`src/rtl/sdc_pkg.sv`:
```
// Package: shared encodings for the SD command issue block.
// Assumes a 16-bit meaningful command field inside a 32-bit register.
package sdc_pkg;
    typedef enum logic [1:0] {
        LEN_NONE  = 2'd0,
        LEN_SHORT = 2'd1,
        LEN_LONG  = 2'd2,
        LEN_FAULT = 2'd3
    } rsp_len_e;

    typedef enum logic [1:0] {
        ST_IDLE = 2'd0,
        ST_REQ  = 2'd1,
        ST_WAIT = 2'd2
    } issue_state_e;

    localparam int START_BIT       = 15;
    localparam int FAIL_BIT        = 14;
    localparam int BUSYWAIT_BIT    = 11;
    localparam int NORSP_BIT       = 10;
    localparam int LONG_BIT        = 9;
    localparam int STS_TIMEOUT_BIT = 6;
    localparam int STS_BUSYIRQ_BIT = 10;
    localparam int CFG_BUSYIRQ_BIT = 10;

    localparam logic [1:0] SEL_CMD = 2'd0;
    localparam logic [1:0] SEL_ARG = 2'd1;
    localparam logic [1:0] SEL_CFG = 2'd2;
endpackage

```
`src/rtl/sdc_issue_fsm.sv`:
```
// Module: sequencer for one command exchange.
// It moves from idle to request on start, holds the request until it is
// accepted, then waits for a reply. It assumes start arrives only when idle.
module sdc_issue_fsm
    import sdc_pkg::*;
(
    input  logic clk,
    input  logic rst_n,
    input  logic start,
    input  logic req_ready,
    input  logic rsp_valid,
    output logic req_valid,
    output logic busy,
    output logic done
);
    issue_state_e state_q;

    // Purpose: advance the exchange state.
    always_ff @(posedge clk) begin
        if (!rst_n) begin
            state_q <= ST_IDLE;
        end else begin
            case (state_q)
                ST_IDLE: if (start)     state_q <= ST_REQ;
                ST_REQ:  if (req_ready) state_q <= ST_WAIT;
                ST_WAIT: if (rsp_valid) state_q <= ST_IDLE;
                default:                state_q <= ST_IDLE;
            endcase
        end
    end

    // Purpose: derive the handshake and progress outputs from the state.
    always_comb begin
        req_valid = (state_q == ST_REQ);
        busy      = (state_q != ST_IDLE);
        done      = (state_q == ST_WAIT) && rsp_valid;
    end

    AST_REQ_HELD: assert property (@(posedge clk) disable iff (!rst_n)
        req_valid && !req_ready |=> req_valid);
    AST_START_RAISES_REQ: assert property (@(posedge clk) disable iff (!rst_n)
        start && !busy |=> req_valid && busy);
    AST_DONE_ENDS_BUSY: assert property (@(posedge clk) disable iff (!rst_n)
        done |=> !busy);
endmodule

```
`src/rtl/sdc_rsp_judge.sv`:
```
// Module: compares the reply length with the length the command expects.
// It is purely combinational. The load output is meaningful only when a
// reply is present.
module sdc_rsp_judge
    import sdc_pkg::*;
(
    input  logic       no_rsp,
    input  logic       want_long,
    input  logic [1:0] len,
    output logic       fault,
    output logic       load,
    output logic       is_long
);
    // Purpose: classify the reply as a failure, a load or neither.
    always_comb begin
        fault   = (len == LEN_FAULT) ||
                  (!no_rsp && (len == LEN_NONE)) ||
                  (!no_rsp && want_long && (len == LEN_SHORT));
        load    = !fault && !no_rsp && ((len == LEN_SHORT) || (len == LEN_LONG));
        is_long = (len == LEN_LONG);
    end
endmodule

```
`src/rtl/sdc_rsp_store.sv`:
```
// Module: response word storage.
// A long load copies reply word k into word k, so the last bytes received
// land in word 0. A short load puts the first word received into word 0
// and clears the rest.
module sdc_rsp_store #(
    parameter int WORD_W = 32,
    parameter int NWORDS = 4
) (
    input  logic                     clk,
    input  logic                     rst_n,
    input  logic                     load,
    input  logic                     is_long,
    input  logic [NWORDS*WORD_W-1:0] data,
    output logic [NWORDS*WORD_W-1:0] rsp
);
    localparam int TOTAL_W = NWORDS * WORD_W;
    localparam int TOP_LSB = TOTAL_W - WORD_W;

    for (genvar w = 0; w < NWORDS; w++) begin : g_word
        logic [WORD_W-1:0] short_val;
        if (w == 0) begin : g_first
            assign short_val = data[TOP_LSB +: WORD_W];
        end else begin : g_rest
            assign short_val = '0;
        end

        // Purpose: load one response word on a good reply.
        always_ff @(posedge clk) begin
            if (!rst_n) begin
                rsp[w*WORD_W +: WORD_W] <= '0;
            end else if (load) begin
                rsp[w*WORD_W +: WORD_W] <= is_long ? data[w*WORD_W +: WORD_W] : short_val;
            end
        end
    end

    AST_SHORT_CLEARS_UPPER: assert property (@(posedge clk) disable iff (!rst_n)
        load && !is_long |=> rsp[TOTAL_W-1:WORD_W] == '0);
    AST_HOLD_WITHOUT_LOAD: assert property (@(posedge clk) disable iff (!rst_n)
        !load |=> $stable(rsp));
endmodule

```
`src/rtl/sdcmd_issue.sv`:
```
// Module: SD command issue and response capture, top level.
// It holds the command, argument, config and status registers. It launches
// an exchange when the command word is written with the start flag, and it
// records the outcome when the reply arrives. It assumes the card answers
// each accepted request with exactly one reply.
module sdcmd_issue
    import sdc_pkg::*;
#(
    parameter int IDX_W  = 6,
    parameter int REG_W  = 32,
    parameter int NWORDS = 4
) (
    input  logic                    clk,
    input  logic                    rst_n,
    input  logic                    reg_wr_en,
    input  logic [1:0]              reg_wr_sel,
    input  logic [REG_W-1:0]        reg_wr_data,
    output logic [REG_W-1:0]        cmd_word,
    output logic [REG_W-1:0]        status_word,
    output logic [NWORDS*REG_W-1:0] rsp_words,
    output logic                    busy,
    output logic                    card_req_valid,
    input  logic                    card_req_ready,
    output logic [IDX_W-1:0]        card_req_index,
    output logic [REG_W-1:0]        card_req_arg,
    input  logic                    card_rsp_valid,
    input  logic [1:0]              card_rsp_len,
    input  logic [NWORDS*REG_W-1:0] card_rsp_data
);
    logic [REG_W-1:0] cmd_q, arg_q, sts_q;
    logic             cfg_busy_en_q;
    logic             wr_cmd, wr_arg, start, done;
    logic             fault, load, is_long;

    // Purpose: decode register writes, dropping command and argument writes while busy.
    always_comb begin
        wr_cmd = reg_wr_en && (reg_wr_sel == SEL_CMD) && !busy;
        wr_arg = reg_wr_en && (reg_wr_sel == SEL_ARG) && !busy;
        start  = wr_cmd && reg_wr_data[START_BIT];
    end

    sdc_issue_fsm u_fsm (
        .clk       (clk),
        .rst_n     (rst_n),
        .start     (start),
        .req_ready (card_req_ready),
        .rsp_valid (card_rsp_valid),
        .req_valid (card_req_valid),
        .busy      (busy),
        .done      (done)
    );

    sdc_rsp_judge u_judge (
        .no_rsp    (cmd_q[NORSP_BIT]),
        .want_long (cmd_q[LONG_BIT]),
        .len       (card_rsp_len),
        .fault     (fault),
        .load      (load),
        .is_long   (is_long)
    );

    sdc_rsp_store #(.WORD_W(REG_W), .NWORDS(NWORDS)) u_store (
        .clk     (clk),
        .rst_n   (rst_n),
        .load    (done && load),
        .is_long (is_long),
        .data    (card_rsp_data),
        .rsp     (rsp_words)
    );

    // Purpose: command register, self-clearing start flag and fail flag.
    always_ff @(posedge clk) begin
        if (!rst_n) begin
            cmd_q <= '0;
        end else if (wr_cmd) begin
            cmd_q <= reg_wr_data;
        end else if (done) begin
            cmd_q[START_BIT] <= 1'b0;
            if (fault) cmd_q[FAIL_BIT] <= 1'b1;
        end
    end

    // Purpose: argument and config registers.
    always_ff @(posedge clk) begin
        if (!rst_n) begin
            arg_q         <= '0;
            cfg_busy_en_q <= 1'b0;
        end else begin
            if (wr_arg) arg_q <= reg_wr_data;
            if (reg_wr_en && (reg_wr_sel == SEL_CFG))
                cfg_busy_en_q <= reg_wr_data[CFG_BUSYIRQ_BIT];
        end
    end

    // Purpose: sticky status bits for timeout and busy interrupt.
    always_ff @(posedge clk) begin
        if (!rst_n) begin
            sts_q <= '0;
        end else if (done) begin
            if (fault)
                sts_q[STS_TIMEOUT_BIT] <= 1'b1;
            else if (cmd_q[BUSYWAIT_BIT] && cfg_busy_en_q)
                sts_q[STS_BUSYIRQ_BIT] <= 1'b1;
        end
    end

    assign cmd_word       = cmd_q;
    assign status_word    = sts_q;
    assign card_req_index = cmd_q[IDX_W-1:0];
    assign card_req_arg   = arg_q;

    AST_START_SELF_CLEAR: assert property (@(posedge clk) disable iff (!rst_n)
        done |=> !cmd_word[START_BIT]);
    AST_FAULT_FLAGS: assert property (@(posedge clk) disable iff (!rst_n)
        done && fault |=> cmd_word[FAIL_BIT] && status_word[STS_TIMEOUT_BIT]);
    AST_BUSY_LOCKS_CMD: assert property (@(posedge clk) disable iff (!rst_n)
        busy && !done |=> $stable(cmd_word) && $stable(card_req_arg));
    AST_IRQ_ONLY_ON_SUCCESS: assert property (@(posedge clk) disable iff (!rst_n)
        done && fault |=> $stable(status_word[STS_BUSYIRQ_BIT]));
endmodule

```
`config.mk`:
```
export PLATFORM = sky130hd
export DESIGN_NAME = sdcmd_issue
export DESIGN_NICKNAME = d
export VERILOG_FILES = /design/src/rtl/sdc_pkg.sv /design/src/rtl/sdc_issue_fsm.sv /design/src/rtl/sdc_rsp_judge.sv /design/src/rtl/sdc_rsp_store.sv /design/src/rtl/sdcmd_issue.sv
export SDC_FILE = /design/constraint.sdc
export NUM_CORES = 1
export LEC_CHECK = 0
export ABC_CLOCK_PERIOD_IN_PS = 2300
export BUFFER_PORTS_ARGS = -buffer_cell sky130_fd_sc_hd__buf_2
export CELL_PAD_IN_SITES_DETAIL_PLACEMENT = 0
export CELL_PAD_IN_SITES_GLOBAL_PLACEMENT = 1
export CORE_MARGIN = 10
export CORE_UTILIZATION = 33
export DETAILED_ROUTE_END_ITERATION = 16
export PLACE_DENSITY = 0.77
export SETUP_SLACK_MARGIN = 0.3
export SLEW_MARGIN = 40
export SYNTH_ARGS = -nofsm -noshare
export SYNTH_HDL_FRONTEND = slang
export SYNTH_SLANG_ARGS = --single-unit
```
`constraint.sdc`:
```
create_clock -name clk -period 2.3 [get_ports clk]
set_input_delay 0.46 -clock clk [delete_from_list [all_inputs] [get_ports clk]]
set_output_delay 0.46 -clock clk [all_outputs]
set_load 0.05 [all_outputs]
```
# Yosys cells after proc, flatten, opt, wreduce, memory -nomap -nowiden
# Index checks and enable logic that the tools add are counted.
# W data, S select, Z words.
[word_totals] ff_bits=197 in_bits=169 out_inout_bits=232 wordCells=64
[op_classes] eq_ne=10 muxes=11 bitwise=1 n_reduce_logical=30
[op_table] cell="$mux W32" n=4
[op_table] cell="$logic_and A1 B1 Y1" n=14
[op_table] cell="$mux W2" n=5
[op_table] cell="$eq A2 B2 Y1 const B" n=4
[op_table] cell="$eq A2 B1 Y1 const B" n=3
[op_table] cell="$logic_not A2 Y1" n=3
[op_table] cell="$pmux W2 S3" n=1
[op_table] cell="$reduce_and A3 Y1" n=2
[op_table] cell="$reduce_bool A2 Y1" n=3
[op_table] cell="$ne A2 B2 Y1 const B" n=2
[op_table] cell="$reduce_and A2 Y1" n=2
[op_table] cell="$logic_not A1 Y1" n=3
[op_table] cell="$logic_or A1 B1 Y1" n=3
[op_table] cell="$ne A2 B1 Y1 const B" n=1
[op_table] cell="$mux W1" n=1
[op_table] cell="$not A1 Y1" n=1

# Longest topological paths before layout
# Gate-level depths: netlist (run 1).
[depth] word_depth=8 ltp_mapped=8 ltp_nobuf=5

# By module
# From an unflattened synthesis (run 1), not the netlist that was laid out.
[unflattened] cells_unflattened=920 hier_area_um2=8285.4
[modules_own_cells] module="sdc_rsp_store" n_inst=1 cells_per_inst=568 area_each_um2=5297.6 seq_area_each_um2=2562.5
[modules_own_cells] module="sdcmd_issue" n_inst=1 cells_per_inst=330 area_each_um2=2791.4 seq_area_each_um2=1341.3
[modules_own_cells] module="sdc_issue_fsm" n_inst=1 cells_per_inst=12 area_each_um2=112.6 seq_area_each_um2=40.0
[modules_own_cells] module="sdc_rsp_judge" n_inst=1 cells_per_inst=10 area_each_um2=83.8 seq_area_each_um2=0.0

# Worst setup path after synthesis (run 1)
# OpenSTA, ideal clock, no wires.
[synth_timing] kind="input to register" start="input port card_rsp_len[0]" end="register u_store.rsp[11]" setup_ps=120 arrival_ps=1812 path_slack_ps=368 path_stages=8 path_cell_list="inv_1 -> ha_1 -> nand2b_1 -> or4_1 -> clkbuf_1 -> buf_6 -> buf_6 -> mux2i_1"
[synth_via] elab_chain_cells=8 word_cells_on_any_way=14 classes_between="eq/ne (3); mux (1); reduce/logical (10)"
[synth_rtl] element="from (decl)" line_no="sdcmd_issue.sv:27" source="input logic [1:0] card_rsp_len,"
[synth_rtl] element="$logic_not A2 Y1" line_no="sdc_rsp_judge.sv:17" source="(!no_rsp && (len == LEN_NONE)) ||"
[synth_rtl] element="$logic_and A1 B1 Y1" line_no="sdc_rsp_judge.sv:17"
[synth_rtl] element="$logic_or A1 B1 Y1" line_no="sdc_rsp_judge.sv:16" source="fault = (len == LEN_FAULT) ||"
[synth_rtl] element="$logic_or A1 B1 Y1" line_no="sdc_rsp_judge.sv:17"
[synth_rtl] element="$logic_not A1 Y1" line_no="sdc_rsp_judge.sv:19" source="load = !fault && !no_rsp && ((len == LEN_SHORT) || (len == LEN_LONG));"
[synth_rtl] element="$logic_and A1 B1 Y1 (2 in series)" line_no="sdc_rsp_judge.sv:19"
[synth_rtl] element="$logic_and A1 B1 Y1" line_no="sdcmd_issue.sv:65" source=".load (done && load),"
[synth_rtl] element="to (signal, indexed assignment)" line_no="sdc_rsp_store.sv:32" source="rsp[w*WORD_W +: WORD_W] <= is_long ? data[w*WORD_W +: WORD_W] : short_val;"
[synth_rtl] element="to (decl)" line_no="sdc_rsp_store.sv:14" source="output logic [NWORDS*WORD_W-1:0] rsp"
# Parallel ways exist; a longest one is shown, timed or not.
# A chain may end at the register's enable or synchronous reset.

# Worst setup path in the final report (run 1)
[layout_timing] start="register u_fsm.state_q[1]" end="register u_store.rsp[61]"
[layout_via] elab_chain_cells=3
[layout_rtl] element="from (decl)" line_no="sdc_issue_fsm.sv:16" source="issue_state_e state_q;"
[layout_rtl] element="from (signal assigned)" line_no="sdc_issue_fsm.sv:21" source="state_q <= ST_IDLE;"
[layout_rtl] element="from (signal assigned)" line_no="sdc_issue_fsm.sv:24" source="ST_IDLE: if (start) state_q <= ST_REQ;"
[layout_rtl] element="from (signal assigned)" line_no="sdc_issue_fsm.sv:25" source="ST_REQ: if (req_ready) state_q <= ST_WAIT;"
[layout_rtl] element="$eq A2 B2 Y1" line_no="sdc_issue_fsm.sv:36" source="done = (state_q == ST_WAIT) && rsp_valid;"
[layout_rtl] element="$logic_and A1 B1 Y1" line_no="sdc_issue_fsm.sv:36"
[layout_rtl] element="$logic_and A1 B1 Y1" line_no="sdcmd_issue.sv:65"
# No other way between the ends.

==> results of run 1 <==
[routing by layer]
| metal | part of all wire [%] | vias up | GRT usage (%) |
|---|---|---|---|
| li1 | - | 3885 | - |
| met1 | 42 | 3595 | 20.1 |
| met2 | 48 | 288 | 27.2 |
| met3 | 9.1 | 20 | 6.80 |
| met4 | 1.4 | 4 | 4.17 |
| met5 | 0.11 | - | 0 |
[logic make-up (layout without fill, tap and decap cells)]
group | after synthesis | after routing | synth area share [%]
flip-flops | 197 | 197 | 45.8
AO/OA/AOI/OAI | 134 | 134 | 8.05
other | 1 | 30 | 0.0436
AND/OR/NAND/NOR | 336 | 336 | 17.5
buffers and inverters | 135 | 434 | 8.78
multiplexers | 161 | 161 | 19.2
adder cells (fa/ha/maj) | 4 | 4 | 0.582
[timing repair]
action                     in CTS  in global routing
setup endpoints to repair       0                  1
hold buffers                    0                  0
resized for setup               0                  1
[worst min-delay path, stage by stage]
cell and delay (ps):
buf_2 100, nand3_1 60, a21oi_1 50
[cells in the mapped netlist]
master | instances | area share, %
dfxtp_1 | 197 | 46
nand2_1 | 161 | 7.0
nand3_1 | 159 | 9.2
mux2i_1 | 129 | 15
clkbuf_1 | 76 | 3.3
a21oi_1 | 64 | 3.7
o21ai_0 | 62 | 3.6
buf_4 | 38 | 3.3
mux2_2 | 32 | 4.2
buf_6 | 14 | 1.8
inv_1 | 5 | 0.22
ha_1 | 4 | 0.58
nor2_1 | 4 | 0.17
nand2b_1 | 3 | 0.22
nand3b_1 | 3 | 0.26
o21a_1 | 2 | 0.17
a2111oi_0 | 1 | 0.10
a21o_1 | 1 | 0.087
a22oi_1 | 1 | 0.087
a31oi_1 | 1 | 0.073
buf_2 | 1 | 0.058
clkinv_1 | 1 | 0.044
conb_1 | 1 | 0.044
nor2b_1 | 1 | 0.073
nor4b_2 | 1 | 0.17
o211ai_1 | 1 | 0.087
o311a_1 | 1 | 0.12
or2_2 | 1 | 0.073
or3_1 | 1 | 0.073
or4_1 | 1 | 0.087
or4b_1 | 1 | 0.12
[metrics by stage]
stage | utilization, % | cell area, sq um | setup slack, ps | hold WS, ps
global route | 43.2 | 11200 | 296 | 259
global placement | 40.9 | 10600 | 149 | 441
floorplan | - | 8710 | 368 | 464
detailed placement | 40.9 | 10600 | 125 | 448
CTS | 43.2 | 11200 | 358 | 257
finish | 43.2 | 11200 | 380 | 284
[power by group]
part / leakage (nW) / switching (mW) / internal, mW
Sequential: 1.59 / 0.0204 / 3.45
Combinational: 3.90 / 0.615 / 0.275
Clock: 0.293 / 1.54 / 1.49
Total: 5.78 / 2.17 / 5.22
[final timing paths]
kind	depth (start not counted)	to	slack, ps	from
min	3	card_req_arg[24]	280	reg_wr_data[24]
min reg2reg	2	u_store.rsp[17]	450	u_store.rsp[17]
max	4	u_store.rsp[61]	380	u_fsm.state_q[1]
max reg2reg	4	u_store.rsp[61]	380	u_fsm.state_q[1]
[area by class of cell]
cell class	count	area, sq um	area share (%)
clock buffer	18	439	3.93
clock inverter	14	156	1.40
inverter	6	22.5	0.202
multi-input combinational	665	4040	36.2
sequential	197	3940	35.3
tap	335	419	3.75
timing repair buffer	396	2140	19.2
[sequential cells by signal, indices dropped and copies added (netlist names)]
signal / cells
u_fsm.state_q: 2
card_req_arg: 32
u_store.rsp: 128
cfg_busy_en_q: 1
cmd_word: 32
status_word: 2
==> summary by stage, run 1 <==
Final layout
Leaving out fill and tap cells, the most frequent cell in the layout is buf_2. The filler-free cell count of the finished design is 1,631. The proportion of layout cells with a drive suffix above 1 is 36.0%. The antenna diode count is 0.

The filler cells instantiated in the layout total 2,625. The layout overhead on the synthesized area is 29.7%. In the layout the commonest cells are buf_2, dfxtp_1, nand2_1. The number of nets at the end of the flow is 1,456.

Setup path
The arrival time reported for the critical path endpoint is 2210 ps. Of all nets on the critical path, the largest fanout is 66. The family with the most delay on the worst path is simple AND/OR/NAND/NOR gates. Walking the worst path, the cells encountered are nand3b_1 > or4_4 > buf_12 > mux2i_1. For this run, the slowest stage of the critical path takes 570 ps. The count of buffering cells on the critical path with inverters included is 1.

The required time at the endpoint of the critical path is 2590 ps. The nature of the critical path endpoint is a flop. The critical setup path kind is flop to flop. The largest individual stage delay along the critical path comes from the cell or4_4. STA classifies the critical path startpoint as a flop.

Detailed routing
After detailed routing, the number of remaining DRC violations is 0. The via count normalized by instance count is 4.78. Once detail routing completed, the nets flagged for antenna violations numbered 0.

The number of optimization iterations in the first detailed-route pass is 5. The final layout contains routed wiring with a total length of 29.2 mm. For this block, the initial DRC count from the detailed router was 523. The detail-routed net length per standard cell is 17.9 um. The total via count after detailed routing is 7,792.

Global routing
The global-route total usage across every layer is 16.7%. The initial antenna violation count is 3. The via count of the first global-routing pass came to 7,563.

The overflow left after global routing is 0. The first global-routing pass estimated 44.8 mm of wire. The maximum number of pins on one net before global-route repair is 67.

Yosys
The synthesized netlist occupies a cell area of 0.00861 sq mm. Summing the sequential cell areas from Yosys gives 45.8% of the chip area. In the synthesized netlist, the number of instances is 968.

The synthesized design contains 197 register bits. For this run, the number of Yosys warnings is 0. A synthesized cell averages 8.89 sq um.

After synthesis, the netlist uses 31 different library cells.

Pwr
The post-route total power is 7.39 mW. The power density over the cells is 662 mW/mm^2. The worst vdd rail ir drop is 0.478 mV. The analysis attributes to cell leakage a power of 5.78 nW.

Floorplanning
The core region is 0.0258 sq mm. The starting density of the core is 33.3%. The number of ports placed on the die boundary is 401. In this run the horizontal extent of the chip is 181 um. From bottom edge to top edge, the die measures 181 um. The count of standard-cell rows is 59. The floorplan step defined a die boundary enclosing 0.0329 sq mm.

CTS
Clock tree synthesis inserted a total of 17 buffers. The root buffer cell chosen for the clock tree is clkbuf_16. The number of clock sinks is 197. The insertion delay to the later sink of the worst-skew pair is 430 ps. The H-tree generated during clock tree synthesis spans 4 levels. TritonCTS built the clock tree. Clock-pin slew was measured on the worst setup and hold paths at 80 ps.

No sink is reached through more buffers than the 2 on the longest clock path. The post-CTS setup buffer count is 0.

Timing
The total negative slack for setup checks is 0 ps. The worst path needs 1920 ps of the cycle, external delays included. The clock skew after layout is 16.4 ps. The total count of hold-check failures in the final report came to 0. Setup repair after global routing could not meet its margin everywhere.

For the pin with the worst max-slew slack, the measured transition is 516 ps. The final-report setup violation count is 0. Of the available clock period, the critical path in the final layout requires 83.5%. The headroom to the max-slew limit is 65.6%. The peak clock frequency supported by timing is 521 MHz.

The number of pins with negative max-slew slack in the final report is 0.

Hold path
The class of the most critical hold timing path is primary input to flop.

Placement
After legalization and detailed placement, the total HPWL measured 21.9 mm. The global placement routability congestion is 0.750. Including well taps, the total number of placed cells is 1,599. The number of buffer cells added on primary ports is 370.

Outcome
The flow ran to the end, and the final reports show no timing, DRC or antenna violations.

Flow run
Across the run, the number of max-cap violations was 0.
(Power assumes the default switching activity.)
==> inputs of run 2 (changes only) <==
--- a/config.mk
+++ b/config.mk
@@ -5,7 +5,7 @@
 export SDC_FILE = /design/constraint.sdc
 export NUM_CORES = 1
 export LEC_CHECK = 0
-export ABC_CLOCK_PERIOD_IN_PS = 2300
+export ABC_CLOCK_PERIOD_IN_PS = 1800
 export BUFFER_PORTS_ARGS = -buffer_cell sky130_fd_sc_hd__buf_2
 export CELL_PAD_IN_SITES_DETAIL_PLACEMENT = 0
 export CELL_PAD_IN_SITES_GLOBAL_PLACEMENT = 1
==> constraint.sdc (replaced) <==
create_clock -name clk -period 1.8 [get_ports clk]
set_input_delay 0.36 -clock clk [delete_from_list [all_inputs] [get_ports clk]]
set_output_delay 0.36 -clock clk [all_outputs]
set_load 0.05 [all_outputs]
==> run 2 against run 1 <==
Net effect: routed wire length increased by 11%; via count up 3.8%; largest cell class unchanged; critical endpoint is now u_store.rsp[85]; clock skew shrank 1.4 ps.
==> summary by stage, run 2 (synthesis gave the netlist of run 1 again) <==
Outcome
Run status: complete, no violations (unchanged).

Global routing
The maximum number of pins on one net before global-route repair is 67 (unchanged). The overflow left after global routing was 0 (unchanged). The via count of the first global-routing pass was 7,871 (was 7,563). The global-route total usage across every layer came to 18.0% (was 16.7%). The global-route wire length before repair is 47.9 mm (was 44.8 mm).

The initial antenna violation count is 2 (was 3).

Final layout
The largest register by flop count is u_store.rsp (unchanged). The number of nets at the end of the flow came to 1,493 (was 1,456). The layout overhead on the synthesized area is 42.7% (was 29.7%).

Most used cells in the layout excluding fill and tap cells: buf_2, dfxtp_1, nand2_1 (unchanged). The filler-free cell count of the finished design is 1,669 (was 1,631). The number of flip-flops under the largest register name was 128 (unchanged). The final core utilization was 47.5% (was 43.2%). The proportion of layout cells with a drive suffix above 1 is 41.5% (was 36.0%). The most common library cell in the layout ignoring fill and taps is buf_2 (unchanged).

Pwr
The clock network power share came to 41.0% (about the same). The leakage power figure was 6.22 nW (was 5.78 nW). The sequential power share is 45.2% (was 46.9%). The power density over the cells is 799 mW/mm^2 (was 662 mW/mm^2). The combinational power share came to 13.8% (was 12.0%). The worst vdd rail ir drop is 0.680 mV (was 0.478 mV).

The net switching power of the design is 2.99 mW (was 2.17 mW). The net switching share of the total power is 30.5% (was 29.4%). The post-route total power is 9.80 mW (was 7.39 mW). The internal cell power is 6.81 mW (was 5.22 mW).

Floorplanning
The floorplan core area is 0.0258 sq mm (unchanged). The count of standard-cell rows is 59 (unchanged). The area of the die came to 0.0329 sq mm (unchanged). The height of the chip was 181 um (unchanged). The horizontal extent of the die came to 181 um (unchanged). The starting density of the core came to 33.3% (unchanged). The number of ports placed on the die boundary is 401 (unchanged).

Timing
The total negative slack for setup checks was 0 ps (unchanged). The final-report setup violation count is 0 (unchanged). Counting I/O delays and the setup requirement, the final critical path takes 1670 ps. The post-route fraction of the period consumed by the critical path is 92.5%. The number of pins with negative max-slew slack in the final report is 0 (unchanged). The worst slack on hold paths is 182 ps (was 284 ps). The total count of hold-check failures in the final report is 0 (unchanged). The peak clock frequency supported by timing is 600 MHz. Unrepaired setup endpoints after global routing: true (unchanged). The clock skew after layout is 14.9 ps (was 16.4 ps).

CTS
The largest buffer count on any clock path is 2 (unchanged). The maximum level of the CTS H-tree is 4 (unchanged). The clock tree from TritonCTS was done (unchanged). The hold buffer count at cts is 0 (unchanged). The number of buffers created by CTS is 17 (unchanged). The clock slew at the register clock pins of the worst setup and hold paths is 90 ps (was 80 ps). The clock root buffer master is clkbuf_16 (unchanged). The number of clock sinks is 197 (unchanged).

The insertion delay to the later sink of the worst-skew pair is 430 ps (about the same).

Detailed routing
The DRC violations left was 0 (unchanged). The detailed-route wire length is 32.3 mm (was 29.2 mm). The via count normalized by instance count came to 4.85 (was 4.78). The count of routing violations after the opening detailed-route iteration came to 429 (was 523). The number of optimization iterations in the first detailed-route pass is 5 (unchanged).

The detail-routed net length per standard cell is 19.4 um (was 17.9 um). The total via count after detailed routing came to 8,090 (was 7,792). The remaining antenna violation count came to 0 (unchanged).

Flow run
The number of violations of the max-capacitance limit is 0 (unchanged).

Setup path
The family with the most delay on the worst path is buffers and inverters (was simple AND/OR/NAND/NOR gates). The capturing point of the worst reg2reg path is u_store.rsp[85] (was u_store.rsp[61]). The critical path launch point type is a primary input (was flop).

The critical setup path kind is primary input to flop (was flop to flop). The reg-to-reg startpoint was u_fsm.state_q[0] (was u_fsm.state_q[1]). The slowest stage cell on the critical path is or4_4 (unchanged). The largest fanout on the critical path is 12 (was 66).

The count of buffering cells on the critical path with inverters included is 4 (was 1). The worst stage delay on the critical path is 560 ps (was 570 ps). The nature of the critical path endpoint was a flop (unchanged). The arrival time reported for the critical path endpoint was 1990 ps (was 2210 ps). The required time at the endpoint of the critical path is 2120 ps (was 2590 ps). The destination of the critical timing path is u_store.rsp[85] (was u_store.rsp[61]).

The first element of the critical path is card_rsp_len[1] (was u_fsm.state_q[1]). The worst reg-to-reg setup slack is 130 ps (was 380 ps). The number of cell instances on the worst register-to-register path is 5 (was 4).

The cell count along the critical path is 8 (was 4). Cells along the critical path: buf_2 > inv_12 > ha_4 > nand2b_1 > or4_4 > buf_12 > clkbuf_16 > mux2i_1 (was nand3b_1 > or4_4 > buf_12 > mux2i_1).

Placement
The number of buffer cells added on primary ports came to 370 (unchanged). The post-placement cell count is 1,606 (was 1,599). The global placement routability congestion was 0.778 (was 0.750). The total half-perimeter wirelength after legalization and detailed placement was 22.5 mm (was 21.9 mm).

Hold path
The class of the most critical hold timing path is primary input to flop (unchanged).
## run 2: cell count changes in the layout (fill, tap and decap cells not counted), sizes merged
cell | before | now
diode | 0 | 1
buf | 396 | 417
clkbuf | 18 | 33
clkinvlp | 0 | 1
## run 2: cell type report
cell class / count / area (sq um)
Clock buffer: 17 / 425
Multi-Input combinational cell: 665 / 4240
Antenna cell: 1 / 2.50
Timing Repair Buffer: 433 / 3000
Fill cell: 2484 / 13600
Sequential cell: 197 / 3950
Tap cell: 335 / 419
Clock inverter: 15 / 200
Inverter: 6 / 40.0
## run 2: tightest hold or removal path: stages
cell     delay, ps
buf_2          100
nand3_1         70
mux2i_1         50
## run 2: worst min path at each step
| stage | startpoint | to | slack [ps] | depth (start not counted) |
|---|---|---|---|---|
| after floorplan | cfg_busy_en_q | cfg_busy_en_q | 460 | 2 |
| after global placement | u_store.rsp[63] | u_store.rsp[63] | 440 | 2 |
| after detailed placement | u_store.rsp[63] | u_store.rsp[63] | 450 | 2 |
| after CTS | card_rsp_data[68] | u_store.rsp[68] | 160 | 3 |
| after global routing | reg_wr_data[2] | cmd_word[2] | 170 | 3 |
| final | card_rsp_data[60] | u_store.rsp[60] | 180 | 3 |
## run 2: through the flow
step / area [sq um] / setup WS, ps
2_1_floorplan: 8880 / -22.2
3_3_place_gp: 10700 / -294
3_5_place_dp: 10700 / -320
4_1_cts: 12000 / 131
5_1_grt: 12300 / 56.4
6_report: 12300 / 134
## run 2: power by group through the flow
stage                     registers [mW]  logic [mW]  clock network (mW)
after floorplan                     4.70       0.649                   0
after global placement              4.53        1.18                   0
after detailed placement            4.53        1.19                   0
after CTS                           4.44        1.31                4.14
after global routing                4.44        1.45                4.32
final                               4.44        1.35                4.02
## run 2: repair_timing
| action | in CTS | in global routing |
|---|---|---|
| pin swaps | 42 | 1 |
| cloned | 11 | 9 |
| gates resized for setup | 89 | 20 |
| setup buffers | 8 | 2 |
| setup endpoints to repair | 193 | 204 |
## run 2: layer usage
metal	vias up	part of all wire (%)	global-route usage [%]
li1	3989	-	-
met1	3778	41	21.8
met2	293	48	29.6
met3	28	9.2	6.82
met4	2	1.4	4.62
met5	-	0.022	0
